## src/rtl/tfr_pkg.sv

```systemverilog
package tfr_pkg;
   typedef enum logic [1:0] {
      TFR_MEM  = 2'd0,
      TFR_IO16 = 2'd1,
      TFR_PRI  = 2'd2,
      TFR_SEC  = 2'd3
   } tfr_mode_e;

   typedef enum logic [2:0] {
      K_DATA, K_ODD, K_ERRF, K_CTL, K_DADR, K_TASK
   } tfr_kind_e;

   localparam logic [3:0] OFF_DATA  = 4'h0;
   localparam logic [3:0] OFF_DATA2 = 4'h8;
   localparam logic [3:0] OFF_ODD   = 4'h9;
   localparam logic [3:0] OFF_ERRF  = 4'hD;
   localparam logic [3:0] OFF_CTL   = 4'hE;
   localparam logic [3:0] OFF_DADR  = 4'hF;

   function automatic tfr_kind_e tfr_classify(input logic [3:0] off);
      case (off)
         OFF_DATA, OFF_DATA2: tfr_classify = K_DATA;
         OFF_ODD:             tfr_classify = K_ODD;
         OFF_ERRF:            tfr_classify = K_ERRF;
         OFF_CTL:             tfr_classify = K_CTL;
         OFF_DADR:            tfr_classify = K_DADR;
         default:             tfr_classify = K_TASK;
      endcase
   endfunction
endpackage

```

## src/rtl/tfr_addr_map.sv

```systemverilog
module tfr_addr_map
   import tfr_pkg::*;
#(
   parameter int AW = 11,
   parameter logic [AW-1:0] PRI_CMD = 11'h1F0,
   parameter logic [AW-1:0] PRI_CTL = 11'h3F0,
   parameter logic [AW-1:0] SEC_CMD = 11'h170,
   parameter logic [AW-1:0] SEC_CTL = 11'h370
) (
   input  logic          clk,
   input  logic          rst_n,
   input  tfr_mode_e     mode,
   input  logic [AW-1:0] addr,
   output logic          hit,
   output logic [3:0]    off
);
   localparam int HW = AW - 4;
   localparam int MW = AW - 10;
   localparam logic [AW-1:0] CMD_BASE [2] = '{PRI_CMD, SEC_CMD};
   localparam logic [AW-1:0] CTL_BASE [2] = '{PRI_CTL, SEC_CTL};

   if (AW < 11) begin : g_bad_aw
      $error("tfr_addr_map: AW must be at least 11");
   end

   logic [1:0] cmd_hit, ctl_hit;

   for (genvar w = 0; w < 2; w++) begin : g_win
      assign cmd_hit[w] = (addr[AW-1:4] == CMD_BASE[w][AW-1:4]);
      // the control window lands at offsets 8..15: only its lower half is valid
      assign ctl_hit[w] = (addr[AW-1:4] == CTL_BASE[w][AW-1:4]) && !addr[3];
   end

   always_comb begin
      hit = 1'b0;
      off = addr[3:0];
      case (mode)
         TFR_MEM: begin
            if (addr[AW-1:10] == MW'(1)) begin
               hit = 1'b1;
               off = OFF_DATA;
            end else if (addr[AW-1:4] == HW'(0)) begin
               hit = 1'b1;
            end
         end
         TFR_IO16: hit = 1'b1;
         TFR_PRI, TFR_SEC: begin
            if (cmd_hit[mode[0]]) begin
               hit = 1'b1;
            end else if (ctl_hit[mode[0]]) begin
               hit = 1'b1;
               off = {1'b1, addr[2:0]};
            end
         end
         default: hit = 1'b0;
      endcase
   end


   io16_hit_chk: assert property (@(posedge clk) disable iff (!rst_n)
      (mode == TFR_IO16) |-> (hit && off == addr[3:0]));
endmodule

```

## src/rtl/tfr_reg_steer.sv

```systemverilog
module tfr_reg_steer
   import tfr_pkg::*;
#(
   parameter int DW = 16,
   parameter int IW = 3
) (
   input  logic          clk,
   input  logic          rst_n,
   input  logic          hit,
   input  logic [3:0]    off,
   input  logic          host_rd,
   input  logic          host_wr,
   input  logic [DW-1:0] dev_rdata,
   input  logic [7:0]    drv_status,
   input  logic          drv_present,
   input  logic          drv_select,
   input  logic          pwrdn_flag,
   input  logic [7:0]    latch_hi,
   output logic [DW-1:0] host_rdata,
   output logic [IW-1:0] dev_addr,
   output logic          dev_rd,
   output logic          dev_wr,
   output logic          wake,
   output logic          dctl_we,
   output logic          odd_we,
   output logic          data_rd
);
   localparam logic [IW-1:0] IDX_DATA = IW'(0);
   localparam logic [IW-1:0] IDX_ERRF = IW'(1);

   if (IW != 3) begin : g_bad_iw
      $error("tfr_reg_steer: task index must be 3 bits");
   end

   tfr_kind_e kind;
   logic      rd_q, wr_q;

   assign kind = tfr_classify(off);
   assign wr_q = hit && host_wr;
   assign rd_q = hit && host_rd && !host_wr;

   always_comb begin
      host_rdata = '0;
      dev_addr   = off[IW-1:0];
      dev_rd     = 1'b0;
      dev_wr     = 1'b0;
      wake       = 1'b0;
      dctl_we    = 1'b0;
      odd_we     = 1'b0;
      data_rd    = 1'b0;
      case (kind)
         K_DATA: begin
            dev_addr = IDX_DATA;
            dev_rd   = rd_q;
            dev_wr   = wr_q;
            data_rd  = rd_q;
            if (rd_q) host_rdata = dev_rdata;
         end
         K_ODD: begin
            odd_we = wr_q;
            if (rd_q) host_rdata = DW'(latch_hi);
         end
         K_ERRF: begin
            dev_addr = IDX_ERRF;
            dev_rd   = rd_q;
            dev_wr   = wr_q;
            if (rd_q) host_rdata = dev_rdata;
         end
         K_CTL: begin
            dctl_we = wr_q;
            if (rd_q && drv_present) host_rdata = DW'(drv_status);
         end
         K_DADR: begin
            // reads are answered locally, writes fall through to the task file
            dev_wr = wr_q;
            wake   = wr_q && pwrdn_flag;
            if (rd_q) host_rdata = DW'({5'b11111, ~drv_select, 2'b10});
         end
         default: begin
            dev_rd = rd_q;
            dev_wr = wr_q;
            wake   = wr_q && pwrdn_flag;
            if (rd_q) host_rdata = dev_rdata;
         end
      endcase
   end


   wake_cause_chk: assert property (@(posedge clk) disable iff (!rst_n)
      wake |-> (dev_wr && pwrdn_flag && host_wr));

   miss_quiet_chk: assert property (@(posedge clk) disable iff (!rst_n)
      !hit |-> (!dev_rd && !dev_wr && !wake && host_rdata == '0));

   strobe_excl_chk: assert property (@(posedge clk) disable iff (!rst_n)
      !(dev_rd && dev_wr));
endmodule

```

## src/rtl/tfr_ctl_regs.sv

```systemverilog
module tfr_ctl_regs #(
   parameter int DW = 16
) (
   input  logic          clk,
   input  logic          rst_n,
   input  logic          dctl_we,
   input  logic          odd_we,
   input  logic          data_rd,
   input  logic [DW-1:0] wdata,
   input  logic [DW-1:0] dev_rdata,
   output logic [7:0]    dctl_q,
   output logic          soft_rst,
   output logic          byte_phase,
   output logic [7:0]    latch_hi
);
   localparam int SRST_BIT = 2;

   if (DW != 16) begin : g_bad_dw
      $error("tfr_ctl_regs: data width must be 16");
   end

   logic [DW-1:0] latch_q;
   logic          srst_req;

   assign srst_req = dctl_we && wdata[SRST_BIT];
   assign latch_hi = latch_q[DW-1:DW-8];

   always_ff @(posedge clk or negedge rst_n) begin
      if (!rst_n) begin
         dctl_q     <= '0;
         soft_rst   <= 1'b0;
         byte_phase <= 1'b0;
         latch_q    <= '0;
      end else begin
         soft_rst <= srst_req;
         if (dctl_we) dctl_q <= wdata[7:0];
         if (srst_req) begin
            byte_phase <= 1'b0;
            latch_q    <= '0;
         end else if (odd_we) begin
            byte_phase <= ~byte_phase;
            latch_q    <= {8'h00, wdata[7:0]};
         end else if (data_rd) begin
            latch_q    <= dev_rdata;
         end
      end
   end


   srst_origin_chk: assert property (@(posedge clk) disable iff (!rst_n)
      soft_rst |-> ($past(dctl_we) && $past(wdata[SRST_BIT])));

   dctl_hold_chk: assert property (@(posedge clk) disable iff (!rst_n)
      !$past(dctl_we) |-> $stable(dctl_q));

   phase_toggle_chk: assert property (@(posedge clk) disable iff (!rst_n)
      ($past(odd_we) && !$past(dctl_we)) |-> (byte_phase != $past(byte_phase)));
endmodule

```

## src/rtl/tfr_addr_router.sv

```systemverilog
module tfr_addr_router
   import tfr_pkg::*;
#(
   parameter int AW = 11,
   parameter int DW = 16,
   parameter int IW = 3
) (
   input  logic          clk,
   input  logic          rst_n,
   input  logic [1:0]    mode_sel,
   input  logic [AW-1:0] host_addr,
   input  logic [DW-1:0] host_wdata,
   input  logic          host_rd,
   input  logic          host_wr,
   output logic [DW-1:0] host_rdata,
   output logic [IW-1:0] dev_addr,
   output logic [DW-1:0] dev_wdata,
   output logic          dev_rd,
   output logic          dev_wr,
   input  logic [DW-1:0] dev_rdata,
   input  logic [7:0]    drv_status,
   input  logic          drv_present,
   input  logic          drv_select,
   input  logic          pwrdn_flag,
   output logic          wake,
   output logic [7:0]    dctl_q,
   output logic          soft_rst,
   output logic          byte_phase
);
   logic       hit, dctl_we, odd_we, data_rd;
   logic [3:0] off;
   logic [7:0] latch_hi;

   assign dev_wdata = host_wdata;

   tfr_addr_map #(.AW(AW)) u_map (
      .clk(clk), .rst_n(rst_n), .mode(tfr_mode_e'(mode_sel)),
      .addr(host_addr), .hit(hit), .off(off)
   );

   tfr_reg_steer #(.DW(DW), .IW(IW)) u_steer (
      .clk(clk), .rst_n(rst_n), .hit(hit), .off(off),
      .host_rd(host_rd), .host_wr(host_wr), .dev_rdata(dev_rdata),
      .drv_status(drv_status), .drv_present(drv_present),
      .drv_select(drv_select), .pwrdn_flag(pwrdn_flag), .latch_hi(latch_hi),
      .host_rdata(host_rdata), .dev_addr(dev_addr), .dev_rd(dev_rd),
      .dev_wr(dev_wr), .wake(wake), .dctl_we(dctl_we), .odd_we(odd_we),
      .data_rd(data_rd)
   );

   tfr_ctl_regs #(.DW(DW)) u_ctl (
      .clk(clk), .rst_n(rst_n), .dctl_we(dctl_we), .odd_we(odd_we),
      .data_rd(data_rd), .wdata(host_wdata), .dev_rdata(dev_rdata),
      .dctl_q(dctl_q), .soft_rst(soft_rst), .byte_phase(byte_phase),
      .latch_hi(latch_hi)
   );


   errf_index_chk: assert property (@(posedge clk) disable iff (!rst_n)
      (host_wr && mode_sel == 2'd1 && host_addr[3:0] == 4'hD) |-> (dev_wr && dev_addr == IW'(1)));
endmodule

```

## config.mk

```make
export PLATFORM = sky130hd
export DESIGN_NAME = tfr_addr_router
export DESIGN_NICKNAME = d
export VERILOG_FILES = /design/src/rtl/tfr_pkg.sv /design/src/rtl/tfr_addr_map.sv /design/src/rtl/tfr_reg_steer.sv /design/src/rtl/tfr_ctl_regs.sv /design/src/rtl/tfr_addr_router.sv
export SDC_FILE = /design/constraint.sdc
export NUM_CORES = 1
export LEC_CHECK = 0
export BUFFER_PORTS_ARGS = -buffer_cell sky130_fd_sc_hd__buf_2
export CORE_ASPECT_RATIO = 0.9
export CORE_UTILIZATION = 42
export CTS_CLUSTER_SIZE = 14
export DETAILED_ROUTE_END_ITERATION = 10
export PLACE_DENSITY = 0.84
export SYNTH_ARGS = -nofsm -noshare
export SYNTH_HDL_FRONTEND = slang
export SYNTH_SLANG_ARGS = --single-unit
export TNS_END_PERCENT = 20
```

## constraint.sdc

```tcl
create_clock -name clk -period 4.1 [get_ports clk]
set_clock_uncertainty 0.1 [all_clocks]
set_input_delay 0.82 -clock clk [delete_from_list [all_inputs] [get_ports clk]]
set_output_delay 0.82 -clock clk [all_outputs]
set_load 0.05 [all_outputs]
```

After elaboration in Yosys (flattened, before gate mapping):

Index checks and enable logic that the tools add are counted.

* flip-flop bits (word level): 26
* output and inout bits: 48
* word-level logic and storage cells: 75

* magnitude comparators: 1
* equal/unequal tests: 16
* multiplexer cells: 31
* bitwise logic cells: 2
* reductions and logical operators: 21

Operators with widths (number)
* $mux 16: 4
* $pmux 16 s3: 1
* $mux 8: 3
* $eq 4x4->1 const B: 5
* $mux 1: 16
* $pmux 3 s5: 1
* $eq 7x5->1 const B: 2
* $eq 7x6->1 const B: 2
* $mux 4: 3
* $logic_and 1x1->1: 8
* $pmux 4 s2: 1
* $logic_not 7->1: 1
* $eq 3x2->1 const B: 2
* $pmux 3 s2: 1
* $reduce_or 2->1: 3
* $eq 2x2->1 const B: 2
* $logic_not 4->1: 1
* $reduce_or 4->1: 1
* $eq 3x1->1 const B: 1
* $eq 3x3->1 const B: 1
* $logic_not 3->1: 1
* $pmux 1 s3: 1
* $reduce_bool 3->1: 1
* $reduce_or 3->1: 1
* 6 further kinds: 8

Logic depth before layout (Yosys ltp):

* depth after elaboration: 15
* depth in mapped cells: 7
* gate-level depth less buffers: 5

Cells and area by module:

From an unflattened synthesis, not the netlist that was laid out.

* cell total of the unflattened synthesis: 136
* area, all modules: 1370.1 um2

By module, submodules not included
* tfr_ctl_regs: times used 1, cells each 48, area each 701.9 um2, sequential area each 450.4 um2
* tfr_reg_steer: times used 1, cells each 57, area each 440.4 um2, sequential area each 0.0 um2
* tfr_addr_router: times used 1, cells each 16, area each 120.1 um2, sequential area each 0.0 um2
* tfr_addr_map: times used 1, cells each 15, area each 107.6 um2, sequential area each 0.0 um2

Least setup slack after synthesis:

No wires, ideal clock.

* kind: input -> output
* start: input host_addr[8]
* end: output host_rdata[10]
* arrival time: 2.712 ns
* required time: 3.180 ns
* setup slack: 0.468 ns
* stages: 6
* path buffers: 1
* cells stage by stage: nand4_1 > o41a_1 > or3b_1 > o21ba_4 > buf_6 > and2_1

* word-level cells in the longest chain between the ends: 12
* elaborated cells on any way between the ends: 34

RTL lines
* from (decl): RTL line tfr_addr_router.sv:11 `input logic [AW-1:0] host_addr,`
* $eq 7x6->1: RTL line tfr_addr_map.sv:31 `assign ctl_hit[w] = (addr[AW-1:4] == CTL_BASE[w][AW-1:4]) && !addr[3];`
* $logic_and 1x1->1: RTL line tfr_addr_map.sv:31
* $mux 1 (implied by the code) (2 in series): RTL line tfr_addr_map.sv:50 `end else if (ctl_hit[mode[0]]) begin`
* $mux 4: RTL line tfr_addr_map.sv:50
* $mux 4: RTL line tfr_addr_map.sv:48 `if (cmd_hit[mode[0]]) begin`
* $pmux 4 s2: RTL line tfr_addr_map.sv:37 `case (mode)`
* $eq 4x4->1 / $logic_not 4->1 (equally long branches): RTL line tfr_pkg.sv:21 `case (off)`
* $reduce_or 2->1: RTL line tfr_pkg.sv:21
* $pmux 3 s5: RTL line tfr_pkg.sv:21
* $eq 3x3->1 (tied with other cells): RTL line tfr_reg_steer.sv:51 `case (kind)`
* $pmux 16 s3 *: RTL line tfr_reg_steer.sv:51
* to (decl): RTL line tfr_addr_router.sv:15 `output logic [DW-1:0] host_rdata,`

Mark *: on every way between the ends. The rest lies on a longest branch, timed or not. The select of a mux whose other input is x is not followed.

Final worst setup path:

* start: input mode_sel[0]
* end: output host_rdata[0]

* word-level cells in the longest chain between the ends: 10
* elaborated cells on any way between the ends: 33

RTL lines
* from (decl): RTL line tfr_addr_router.sv:10 `input logic [1:0] mode_sel,`
* $mux 1 (implied by the code) (2 in series): RTL line tfr_addr_map.sv:50
* $mux 4 / $mux 1 (equally long branches): RTL line tfr_addr_map.sv:50
* $mux 4 / $mux 1 (equally long branches): RTL line tfr_addr_map.sv:48
* $pmux 4 s2 / $pmux 1 s3 (equally long branches): RTL line tfr_addr_map.sv:37
* $eq 4x4->1 (tied with other cells): RTL line tfr_pkg.sv:21
* $reduce_or 2->1 / $logic_and 1x1->1 (equally long branches): RTL line tfr_pkg.sv:21, tfr_reg_steer.sv:40
* $pmux 3 s5 / $logic_and 1x1->1 (equally long branches): RTL line tfr_pkg.sv:21, tfr_reg_steer.sv:71
* $eq 3x3->1 (tied with other cells): RTL line tfr_reg_steer.sv:51
* $pmux 16 s3 *: RTL line tfr_reg_steer.sv:51

Marks and branches as above.

==> run_results.csv <==
group,metric,value,unit
layout,area_delta_synth_final,29.8,%
synth,synth-main-ff-cell,"dfrtp_1",
grt,grt_pass1_wl,4930,um
sta,finalMaxSlewViolations,0,
clocking,clk_latency,0.28,ns
grt,grt_pass1_vias,1199,
clocking,cts_tree,"built",
drt,avgRoutedWirePerCell,12.3,um
layout,final_layout_size_suffix_gt1_share,47.1,%
synth,synth_top_area_share,33.0,%
sta,post-route-period-util,89.0,%
grt,antenna_found_initial,0,
die,dieArea,3480,um^2
power_and_ir_drop,ir_drop,0.315,mV
job,maxCapViolCount,0,
grt,grt.overflow.total,0,
sta,clock.fmax,274,MHz
power_and_ir_drop,swShare,41.3,%
worst_setup_path,arrival,2.73,ns
die,rows,19,
placed_design,dp_cells,265,
worst_setup_path,crit_type,"in -> out",
worst_setup_path,crit_path_max_fanout,16,
clocking,hold_buffers,0,
worst_setup_path,worstSetupStartpointType,"input port",
clocking,clk_pin_slew,0.10,ns
synth,synth-edff-count,0,
power_and_ir_drop,p_per_area,330,nW/um^2
clocking,cts_htree_levels,1,
power_and_ir_drop,clkPwrFrac,18.0,%
power_and_ir_drop,p_sw,241,uW
layout,fill_cells,292,
worst_hold_path,min_path_type,"in -> async",
die,io_pins,108,
placed_design,gp_congestion,0.900,
layout,design_area,1770,um^2
clocking,clock_sinks,18,
synth,ys_types,37,
sta,setup_viol,0,
power_and_ir_drop,p_comb_share,42.0,%
die,start_util,44.5,%
synth,synth_seq_cells,18,
grt,track_usage,18.6,%
layout,seqCellArea,450,um^2
drt,routed_via_density,5.13,
worst_setup_path,endpoint_kind,"output port",
layout,multi_input_area,761,um^2
drt,antenna_left,0,
drt,wl,3300,um
power_and_ir_drop,seqPwrFrac,40.0,%
layout,antennaDiodeCount,0,
sta,finalCriticalPeriod,3.65,ns
placed_design,placed_area,1730,um^2
power_and_ir_drop,p_int,343,uW
die,die_w,62.1,um
drt,first_iter_violations,62,
layout,nets,288,
sta,worst_slew_pin_slew,0.527,ns
placed_design,port_buffers,91,
layout,fin_util,57.7,%
clocking,cts-root-buf,"clkbuf_4",
power_and_ir_drop,total_leakage_power,0.980,nW
power_and_ir_drop,p_total,584,uW
synth,synthesis.area,1360,um^2
layout,fin_cells,269,
die,design.core.area,3070,um^2
synth,yosysSeqAreaShare,33.0,%
grt,grt_max_degree,19,
synth,ys_async_sr_fraction,100,%
drt,vias,1379,
die,die_h,56.1,um
clocking,cts_buffers,3,
synth,netlist_instances,151,
sta,relSlewSlack,64.8,%
clocking,cts_resized,0,
sta,finalHoldViolCount,0,
synth,synth_area_per_cell,9.03,um^2
clocking,post_cts_buffers,0,
sta,rsz0062_at_grt,"no",
synth,synth_nets,211,
drt,drc,0,
synth,synth.area.top_cells,"dfrtp_1, buf_4, mux2_2",
clocking,cts.path.max_buffers,2,
drt,drtPass1Iterations,4,
synth,ys_warn_count,0,
worst_setup_path,required,3.18,ns
worst_setup_path,ff2ff_path_depth,1,
sta,fin_setup_tns,0,ns
status,status,"finished, final reports clean",
synth,synth_top_area_cell,"dfrtp_1",
placed_design,hpwl,2680,um
-- power groups by stage --
stage	clock [mW]	sequential [mW]	combinational, mW
2_1_floorplan	0	0.296	0.136
3_3_place_gp	0	0.237	0.243
3_5_place_dp	0	0.238	0.246
4_1_cts	0.108	0.235	0.246
5_1_grt	0.117	0.239	0.263
6_report	0.105	0.234	0.245
-- worst paths after layout --
path | start | to | slack [ns]
setup / recovery | mode_sel[0] | host_rdata[0] | 0.45
hold / removal | rst_n | u_ctl.dctl_q[1] | 0.34
setup reg to reg | u_ctl.dctl_q[7] | u_ctl.dctl_q[7] | 3.24
hold reg to reg | u_ctl.byte_phase | u_ctl.byte_phase | 0.37
max in group asynchronous | rst_n | u_ctl.latch_q[11] | 3.28
min in group clk | u_ctl.byte_phase | u_ctl.byte_phase | 0.37
-- sequential cells by signal, indices dropped and copies added, names as in the netlist --
register          flops
u_ctl.dctl_q          8
u_ctl.latch_q         8
u_ctl.byte_phase      1
u_ctl.soft_rst        1
-- cell families (layout without fill, tap and decap cells) --
kind of cell | after synthesis | count (layout) | share of synthesized area (%)
and+or+nand+nor | 56 | 56 | 23.2
muxes | 16 | 16 | 12.5
AOI/OAI and AO/OA | 38 | 38 | 19.5
DFF | 18 | 18 | 33.0
buffers and inverters | 22 | 98 | 11.2
xor gates and xnor gates | 1 | 1 | 0.642
-- critical path, stage by stage --
cell,delay [ns]
buf_2,0.12
xnor2_1,0.14
o41a_1,0.46
or3b_1,0.44
o21ba_4,0.34
a22o_1,0.16
buf_2,0.25
-- through the flow --
stage                     setup slack, ns  hold slack [ns]
final                               0.450            0.340
after global routing                0.353            0.348
after CTS                           0.454            0.347
after detailed placement            0.451            0.362
after global placement              0.491            0.362
after floorplan                     0.468            0.386
-- placed cells by master, fill, tap and decap left out, types with 3 or more instances in the layout --
cell / instances
and4_1: 4
mux2i_1: 8
nor2_1: 14
o211a_1: 3
clkbuf_4: 3
a21oi_1: 12
a22o_1: 4
and2_1: 11
nand2_1: 9
nor3_1: 3
buf_2: 91
o21ai_0: 8
mux2_2: 8
a21o_1: 3
dfrtp_1: 18
-- routing by layer --
metal	GRT usage, %	vias to the layer above	routed length, um
met3	5.81	2	282
met1	23.1	624	1480
met2	31.6	62	1530
met5	0	-	0
met4	2.54	0	5
li1	-	691	-
-- layout make-up --
type,instances,area share [%]
tap,42,2.97
clock buffer,4,2.05
timing repair buffer,92,26.1
multi-input combinational,111,43.0
inverter,2,0.424
sequential,18,25.4
-- cells in the mapped netlist (2+ instances only) --
cell / number
a21o_1: 3
a21oi_1: 12
a22o_1: 4
a32o_1: 2
and2_1: 11
and4_1: 4
buf_2: 2
buf_4: 16
dfrtp_1: 18
inv_1: 2
mux2_2: 8
mux2i_1: 8
nand2_1: 9
nand2b_1: 2
nand4_1: 2
nor2_1: 14
nor2b_1: 2
nor3_1: 3
nor4_1: 2
o211a_1: 3
o21ai_0: 8
Note: power is estimated with default switching activity, not from simulation.
